--- config.mk ---
export PLATFORM = sky130hd
export DESIGN_NAME = fb_regport
export DESIGN_NICKNAME = d
export VERILOG_FILES = /design/src/rtl/fb_regport_pkg.sv /design/src/rtl/fb_scratch_bank.sv /design/src/rtl/fb_pix_steer.sv /design/src/rtl/fb_read_mux.sv /design/src/rtl/fb_regport.sv
export SDC_FILE = /design/constraint.sdc
export NUM_CORES = 1
export LEC_CHECK = 0
export ABC_AREA = 1
export BUFFER_PORTS_ARGS = -buffer_cell sky130_fd_sc_hd__buf_2
export CORE_MARGIN = 3
export CORE_UTILIZATION = 60
export DETAILED_ROUTE_END_ITERATION = 8
export GPL_ROUTABILITY_DRIVEN = 0
export GPL_TIMING_DRIVEN = 1
export PLACE_DENSITY_LB_ADDON = 0.15
export SYNTH_ARGS = -nofsm -noshare
export SYNTH_HDL_FRONTEND = slang
export SYNTH_SLANG_ARGS = --single-unit
--- constraint.sdc ---
create_clock -name clk_i -period 2.3 [get_ports clk_i]
set_input_delay 0.115 -clock clk_i [delete_from_list [all_inputs] [get_ports clk_i]]
set_output_delay 0.115 -clock clk_i [all_outputs]
set_load 0.03 [all_outputs]
--- src/rtl/fb_regport_pkg.sv ---
package fb_regport_pkg;
  localparam int N_SCR_DEF = 4;
  localparam int N_RO_DEF  = 4;
  localparam int PIX_W_DEF = 12;
  localparam int COL_BITS_DEF = 5;
  localparam int ROW_BITS_DEF = 5;
endpackage

--- src/rtl/fb_scratch_bank.sv ---
module fb_scratch_bank #(
  parameter int AW    = 16,
  parameter int DW    = 16,
  parameter int N_SCR = 4
) (
  input  logic                     clk_i,
  input  logic                     rst_ni,
  input  logic                     wr_i,
  input  logic [AW-1:0]            addr_i,
  input  logic [DW-1:0]            wdata_i,
  output logic [N_SCR-1:0][DW-1:0] regs_o
);
  for (genvar g = 0; g < N_SCR; g++) begin : g_reg
    logic hit;
    assign hit = wr_i && (addr_i == AW'(g));
    always_ff @(posedge clk_i or negedge rst_ni) begin
      if (!rst_ni)  regs_o[g] <= '0;
      else if (hit) regs_o[g] <= wdata_i;
    end
  end
endmodule

--- src/rtl/fb_pix_steer.sv ---
module fb_pix_steer #(
  parameter int PIX_W    = 12,
  parameter int COL_BITS = 5,
  parameter int ROW_BITS = 5,
  localparam int PTR_W   = 1 + ROW_BITS + COL_BITS,
  localparam int HAW     = PTR_W - 1
) (
  input  logic             clk_i,
  input  logic             rst_ni,
  input  logic             ptr_ld_i,
  input  logic [PTR_W-1:0] ptr_val_i,
  input  logic             pix_wr_i,
  input  logic [PIX_W-1:0] pix_i,
  output logic [PTR_W-1:0] ptr_o,
  output logic             top_we_o,
  output logic             bot_we_o,
  output logic [HAW-1:0]   mem_addr_o,
  output logic [PIX_W-1:0] mem_data_o
);
  localparam int HB = COL_BITS + ROW_BITS - 1;  // row MSB picks the half

  logic [PTR_W-1:0] ptr_q;
  assign ptr_o = ptr_q;

  always_ff @(posedge clk_i or negedge rst_ni) begin
    if (!rst_ni) begin
      ptr_q      <= '0;
      top_we_o   <= 1'b0;
      bot_we_o   <= 1'b0;
      mem_addr_o <= '0;
      mem_data_o <= '0;
    end else begin
      top_we_o <= 1'b0;
      bot_we_o <= 1'b0;
      if (ptr_ld_i) begin
        ptr_q <= ptr_val_i;
      end else if (pix_wr_i) begin
        top_we_o   <= !ptr_q[HB];
        bot_we_o   <= ptr_q[HB];
        mem_addr_o <= {ptr_q[PTR_W-1], ptr_q[HB-1:0]};
        mem_data_o <= pix_i;
        ptr_q      <= ptr_q + 1'b1;
      end
    end
  end
endmodule

--- src/rtl/fb_read_mux.sv ---
module fb_read_mux #(
  parameter int AW    = 16,
  parameter int DW    = 16,
  parameter int N_SCR = 4,
  parameter int N_RO  = 4,
  parameter int PTR_W = 11,
  parameter logic [N_RO-1:0][DW-1:0] ID_VALS = '0
) (
  input  logic                     clk_i,
  input  logic                     rst_ni,
  input  logic                     rd_i,
  input  logic [AW-1:0]            addr_i,
  input  logic [N_SCR-1:0][DW-1:0] scr_i,
  input  logic [PTR_W-1:0]         ptr_i,
  input  logic                     sel_i,
  output logic [DW-1:0]            rdata_o
);
  localparam int RO_BASE = N_SCR;
  localparam int A_PTR   = N_SCR + N_RO;
  localparam int A_SEL   = A_PTR + 2;

  logic [DW-1:0] rd_d;

  always_comb begin
    rd_d = '0;
    for (int i = 0; i < N_SCR; i++)
      if (addr_i == AW'(i)) rd_d = scr_i[i];
    for (int i = 0; i < N_RO; i++)
      if (addr_i == AW'(RO_BASE + i)) rd_d = ID_VALS[i];
    if (addr_i == AW'(A_PTR)) rd_d = DW'(ptr_i);
    if (addr_i == AW'(A_SEL)) rd_d = DW'(sel_i);
  end

  always_ff @(posedge clk_i or negedge rst_ni) begin
    if (!rst_ni)   rdata_o <= '0;
    else if (rd_i) rdata_o <= rd_d;
    else           rdata_o <= '0;
  end
endmodule

--- src/rtl/fb_regport.sv ---
module fb_regport
  import fb_regport_pkg::*;
#(
  parameter int AW       = 16,
  parameter int DW       = 16,
  parameter int N_SCR    = N_SCR_DEF,
  parameter int N_RO     = N_RO_DEF,
  parameter int PIX_W    = PIX_W_DEF,
  parameter int COL_BITS = COL_BITS_DEF,
  parameter int ROW_BITS = ROW_BITS_DEF,
  parameter logic [N_RO-1:0][DW-1:0] ID_VALS = {16'h7E57, 16'h0C0D, 16'h0F1E, 16'hB00C},
  localparam int PTR_W   = 1 + ROW_BITS + COL_BITS,
  localparam int HAW     = PTR_W - 1
) (
  input  logic             clk_i,
  input  logic             rst_ni,
  input  logic             wr_i,
  input  logic             rd_i,
  input  logic [AW-1:0]    addr_i,
  input  logic [DW-1:0]    wdata_i,
  output logic [DW-1:0]    rdata_o,
  output logic             disp_sel_o,
  output logic             top_we_o,
  output logic [HAW-1:0]   top_addr_o,
  output logic [PIX_W-1:0] top_data_o,
  output logic             bot_we_o,
  output logic [HAW-1:0]   bot_addr_o,
  output logic [PIX_W-1:0] bot_data_o
);
  localparam int A_PTR = N_SCR + N_RO;
  localparam int A_PIX = A_PTR + 1;
  localparam int A_SEL = A_PTR + 2;

  logic                     ptr_ld, pix_wr, sel_wr;
  logic [N_SCR-1:0][DW-1:0] scr;
  logic [PTR_W-1:0]         ptr;
  logic [HAW-1:0]           mem_addr;
  logic [PIX_W-1:0]         mem_data;
  logic                     sel_q;

  assign ptr_ld = wr_i && (addr_i == AW'(A_PTR));
  assign pix_wr = wr_i && (addr_i == AW'(A_PIX));
  assign sel_wr = wr_i && (addr_i == AW'(A_SEL));

  fb_scratch_bank #(.AW(AW), .DW(DW), .N_SCR(N_SCR)) u_scr (
    .clk_i, .rst_ni, .wr_i, .addr_i, .wdata_i, .regs_o(scr)
  );

  fb_pix_steer #(.PIX_W(PIX_W), .COL_BITS(COL_BITS), .ROW_BITS(ROW_BITS)) u_steer (
    .clk_i, .rst_ni,
    .ptr_ld_i(ptr_ld), .ptr_val_i(wdata_i[PTR_W-1:0]),
    .pix_wr_i(pix_wr), .pix_i(wdata_i[PIX_W-1:0]),
    .ptr_o(ptr), .top_we_o, .bot_we_o,
    .mem_addr_o(mem_addr), .mem_data_o(mem_data)
  );

  always_ff @(posedge clk_i or negedge rst_ni) begin
    if (!rst_ni)     sel_q <= 1'b0;
    else if (sel_wr) sel_q <= wdata_i[0];
  end

  fb_read_mux #(.AW(AW), .DW(DW), .N_SCR(N_SCR), .N_RO(N_RO), .PTR_W(PTR_W),
                .ID_VALS(ID_VALS)) u_rmux (
    .clk_i, .rst_ni, .rd_i, .addr_i, .scr_i(scr), .ptr_i(ptr), .sel_i(sel_q),
    .rdata_o
  );

  assign disp_sel_o = sel_q;
  assign top_addr_o = mem_addr;
  assign top_data_o = mem_data;
  assign bot_addr_o = mem_addr;
  assign bot_data_o = mem_data;
endmodule

# Word level (Yosys, flattened, before mapping)
# Index checks and enable logic that the tools add are counted.
[word_totals]
regBits = 116
in_bits = 36
output_inout_bits = 63
[classes]
add_sub_neg = 1
n_eq_ne = 10
n_mux = 17
bitwise = 1
n_reduce_logical = 11
[ops]
columns = ["cell", "count"]
rows = [
  ["16-bit two-way mux", 11],
  ["16-bit by 3-bit == test with 1-bit output (second input constant)", 4],
  ["16-bit by 4-bit == test with 1-bit output (second input constant)", 3],
  ["16-bit by 2-bit == test with 1-bit output (second input constant)", 2],
  ["11-bit two-way mux", 2],
  ["16-bit by 1-bit == test with 1-bit output (second input constant)", 1],
  ["16-bit logical NOT", 1],
  ["11-bit by 1-bit adder with 11-bit output (second input constant)", 1],
  ["1-bit logical AND", 7],
  ["1-bit two-way mux", 4],
  ["2-bit AND reduction", 1],
  ["2-bit nonzero test", 1],
  ["1-bit logical NOT", 1],
  ["1-bit inverter", 1],
]

# Logic depth before layout (Yosys ltp)
[logic_depth]
ltp_word = 12
mapped_depth = 13
ltp_nobuf = 12

# Hierarchy
# Synthesis repeated with hierarchy kept, for this count alone.
[hier_totals]
cells_unflattened = 796
hier_area_um2 = 6169.7
[modules_own_cells]
columns = ["module", "instances", "cells_each", "area_per_inst_um2"]
rows = [
  ["fb_scratch_bank", 1, 303, 2747.6],
  ["fb_read_mux", 1, 252, 1550.2],
  ["fb_pix_steer", 1, 191, 1549.0],
  ["fb_regport", 1, 50, 322.8],
]

# Least setup slack after synthesis
# OpenSTA, ideal clock, no wires.
[synth_path]
path_kind = "reg2reg"
startpoint = "reg u_steer.ptr_q[0] (netlist: u_steer.ptr_o[0])"
endpoint = "reg u_steer.ptr_q[10] (netlist: u_steer.ptr_o[10])"
setup_time_ps = 137
arrival_ps = 1251
slack_ps = 912
path_stages_with_launch = 9
path_buffers = 0
period_less_slack_ps = 1388
cell_sequence = "dfrtp_1 ha_1 nand3_1 nor2_1 nand3_1 nor2_1 nand2_1 nand3_1 o2111ai_1"
[synth_via]
elab_chain_cells = 3
[synth_rtl]
columns = ["element", "line", "text"]
rows = [
  ["start: declaration", "fb_pix_steer.sv:22", "logic [PTR_W-1:0] ptr_q;"],
  ["start signal: assignment", "fb_pix_steer.sv:36", "ptr_q <= ptr_val_i;"],
  ["start signal: assignment", "fb_pix_steer.sv:42", "ptr_q <= ptr_q + 1'b1;"],
  ["11-bit by 1-bit adder with 11-bit output", "fb_pix_steer.sv:42", ""],
  ["11-bit two-way mux", "fb_pix_steer.sv:37", "end else if (pix_wr_i) begin"],
  ["11-bit two-way mux", "fb_pix_steer.sv:35", "if (ptr_ld_i) begin"],
]
# Every way passes these cells. The select of a mux whose other input is x is not followed.
# A chain may end at the register's enable or synchronous reset.

# Final worst setup path
[layout_path]
startpoint = "in addr_i[0]"
endpoint = "reg u_rmux.rdata_o[2]"
[layout_via]
elab_chain_cells = 12
[layout_rtl]
columns = ["element", "line", "text"]
rows = [
  ["start: declaration", "fb_regport.sv:19", "input logic [AW-1:0] addr_i,"],
  ["16-bit logical NOT", "fb_read_mux.sv:27", "if (addr_i == AW'(i)) rd_d = scr_i[i];"],
  ["16-bit two-way mux (4 in a row)", "fb_read_mux.sv:27", ""],
  ["16-bit two-way mux (4 in a row)", "fb_read_mux.sv:29", "if (addr_i == AW'(RO_BASE + i)) rd_d = ID_VALS[i];"],
  ["16-bit two-way mux", "fb_read_mux.sv:30", "if (addr_i == AW'(A_PTR)) rd_d = DW'(ptr_i);"],
  ["16-bit two-way mux *", "fb_read_mux.sv:31", "if (addr_i == AW'(A_SEL)) rd_d = DW'(sel_i);"],
  ["16-bit two-way mux *", "fb_read_mux.sv:36", "else if (rd_i) rdata_o <= rd_d;"],
  ["end signal: assignment", "fb_read_mux.sv:36", ""],
  ["end: declaration", "fb_read_mux.sv:16", "output logic [DW-1:0] rdata_o"],
]
# Mark *: on every way between the ends. The rest lies on a longest branch, timed or not.

==> summary.md <==
| Metric | Value |
|---|---|
| Leakage | 3.620 nW |
| Vias/cell | 5.636 |
| Iter 0 DRT Violations | 555 |
| Clk slew on worst S/H paths | 0.05 ns |
| Skew final | 0.007013 ns |
| CP Capture Type | register |
| CP Cell Sequence | dlygate4sd3_1 > buf_2 > inv_1 > nand2_1 > nor2_2 > nand3_2 > o21ai_0 > inv_1 > a21oi_1 > nor2_1 |
| Height of the die | 102.2 µm |
| Most frequent CP cell | inv_1 |
| CTS tree | done |
| Setup TNS | 0 ns |
| GRT overflow | 0 |
| CP Data Arrival Time | 2.27 ns |
| Buffers plus inverters on the worst setup path | 4 |
| Hold Startpoint | wdata_i[8] |
| ANT nets after route | 0 |
| H-tree Lvls | 4 |
| Ant. Diodes | 0 |
| Distinct cell type count after synthesis | 37 |
| I/O pin cnt | 99 |
| Pins Over Slew Limit | 0 |
| CP max FO | 23 |
| Worst path slowest cell | dlygate4sd3_1 |
| # hold bufs at CTS | 18 |
| Max Cap Viol | 0 |
| Max VDD drop | 0.6336 mV |
| Drt drc | 0 |
| Syn_nets | 705 |
| YS warnings | 0 |
| Root buffer selected by CTS | clkbuf_8 |
| Design area | 6723 µm² |
| Post-Syn Area | 5549 µm² |
| RR Startpoint | u_steer.ptr_o[0]$_DFFE_PN0P_ |
| Period utilisation layout | 81.99% |
| Pin count of the biggest net entering global routing | 59 |
| Dpl hpwl | 9404 µm |
| Hold Path Class | in -> reg |
| Clk buf depth | 2 |
| Setup crit start | addr_i[0] |
| CP peak stage delay | 0.54 ns |
| Status | completed |
| Commonest non-fill, non-tap cell in the layout | nand2_1 |
| CP required | 2.69 ns |
| Post-CTS sizing | 0 |
| Post-synth EDFFs | 0 |
| Setup violators final | 0 |
| Async SR Flop Fraction | 100.0% |
| Initial Utilization | 62.71% |
| Minimum clock period | 1.886 ns |
| Buffers on Ports | 98 |
| Num CTS Buffers | 17 |
| Slew Limit Headroom | 46.61% |
| Share of cells above drive strength 1 | 20.77% |
| Fin. Hold Viols | 0 |
| FMAX | 0.5303 GHz |
| All-Layer GR Usage | 28.46% |
| TritonCTS Sinks | 116 |
| Worst-Skew Late Latency | 0.51 ns |
| Synth-to-Final Area Change | 21.15% |
| Routed WL per cell | 16.18 µm |
| Die X | 102.2 µm |
| RSZ-0062 raised after global routing | false |
| # rows | 34 |
| Top_reg_cell synth | dfrtp_1 |
| Most frequent cells in the layout | nand2_1 (186), dfrtp_1 (116), o21ai_0 (107) |
| Worst Setup Start Kind | input pin |
| Placed cell areas | 5954 µm² |
| Die Area | 10440 µm² |
| DR vias | 4977 |
| CP delay by family, top | buffers and inverters |
| Post-Syn Area per Cell | 8.307 µm² |
| Nets | 799 |
| Initial antenna violation count | 0 |
| Pwr per Cell Area | 716.7 nW/µm² |
| Vias in the first global route | 4528 |
| Global-route wire length before repair | 22830 µm |
| Core area | 8848 µm² |
| Setup repair bufs after CTS | 0 |
| Crit path kind | in -> reg |
| Synthesized instance count | 668 |
| Seq/Total Area, Yosys | 52.31% |
| Pre-Repair DR Iteration Count | 6 |
| Tightest Pin Transition | 0.8008 ns |
| Total routed wirelength | 14290 µm |
| Seq cells post-synth | 116 |
-- worst min-delay path: stages --
cell and delay (ns):
buf_2 0.08, inv_1 0.12, o21ai_0 0.18
-- Yosys cell counts (4+ instances only) --
library cell | n | share of area [%]
o21ai_0 | 107 | 9.7
nor2_2 | 4 | 0.45
xor2_1 | 5 | 0.79
o21ai_1 | 14 | 1.3
nand3_1 | 33 | 3.0
nand4_1 | 7 | 0.79
inv_1 | 59 | 4.0
dfrtp_1 | 116 | 52
nand2_1 | 186 | 13
clkbuf_1 | 17 | 1.1
a21oi_1 | 7 | 0.63
o221ai_1 | 6 | 0.95
buf_2 | 6 | 0.54
buf_4 | 22 | 3.0
buf_6 | 5 | 1.0
nor2_1 | 35 | 2.4
-- worst paths after layout --
kind,slack [ns],cells after the start,endpoint
hold / removal,0.02,3,u_scr.regs_o[8]$_DFFE_PN0P_
max in group asynchronous,1.41,3,u_scr.regs_o[37]$_DFFE_PN0P_
setup / recovery,0.41,10,u_rmux.rdata_o[2]$_DFF_PN0_
min in group asynchronous,0.21,2,u_rmux.rdata_o[11]$_DFF_PN0_
hold reg to reg,0.49,2,u_scr.regs_o[8]$_DFFE_PN0P_
setup reg to reg,0.66,8,u_steer.ptr_o[10]$_DFFE_PN0P_
-- cell type report --
class | instances | area [µm²]
fill | 635 | 2126
tap | 108 | 135.1
inverter | 63 | 236.5
timing repair buffer | 125 | 765.7
sequential | 116 | 2903
clock inverter | 13 | 156.4
clock buffer | 19 | 431.7
multi-input combinational | 439 | 2095
-- layer usage --
metal / track usage [%] / vias up / share of wire (%) / wire length (µm)
met1: 41.33 / 2345 / 43 / 6112
met2: 43.98 / 272 / 47 / 6732
met3: 5.324 / 22 / 8.6 / 1226
met5: 0 / - / 0 / 0
met4: 8.577 / 0 / 1.5 / 220
li1: - / 2338 / - / -
-- cells by family (layout without fill, tap and decap cells) --
kind of cell               Yosys count  count (layout)  synth area share, %
adders and majority gates            1               1               0.2254
AOI/OAI and AO/OA                  142             142                13.55
xor gates and xnor gates             6               6               0.9470
and+or+nand+nor                    290             290                23.02
DFF                                116             116                52.31
buffers and inverters              113             220                9.943
-- registers in the layout, summed over array words and instances (netlist names) --
signal              count
u_steer.top_we_o        1
u_steer.bot_we_o        1
u_steer.mem_addr_o     10
disp_sel_o              1
u_scr.regs_o           64
u_steer.mem_data_o     12
u_rmux.rdata_o         16
u_steer.ptr_o          11
-- power by group --
| part | internal, W | switching (W) |
|---|---|---|
| sequential | 0.00204 | 0.000000569 |
| clock | 0.00167 | 0.000926 |
| combinational | 0.0000598 | 0.000117 |
-- per-stage QoR --
| step | total power (W) | worst slack, ns | instances | utilization [%] | hold WS, ns |
|---|---|---|---|---|---|
| finish | 0.004818 | 0.4143 | 883 | 75.98 | 0.01737 |
| global placement | 0.002230 | 0.3501 | 833 | 67.29 | 0.2428 |
| global route | 0.004948 | 0.2689 | 883 | 75.98 | 0.05437 |
| CTS | 0.004835 | 0.4846 | 883 | 75.98 | 0.01131 |
| floorplan | 0.002129 | 0.9123 | 668 | - | -0.1806 |
| detailed placement | 0.002231 | 0.3332 | 833 | 67.29 | 0.2462 |
(Power assumes the default switching activity.)
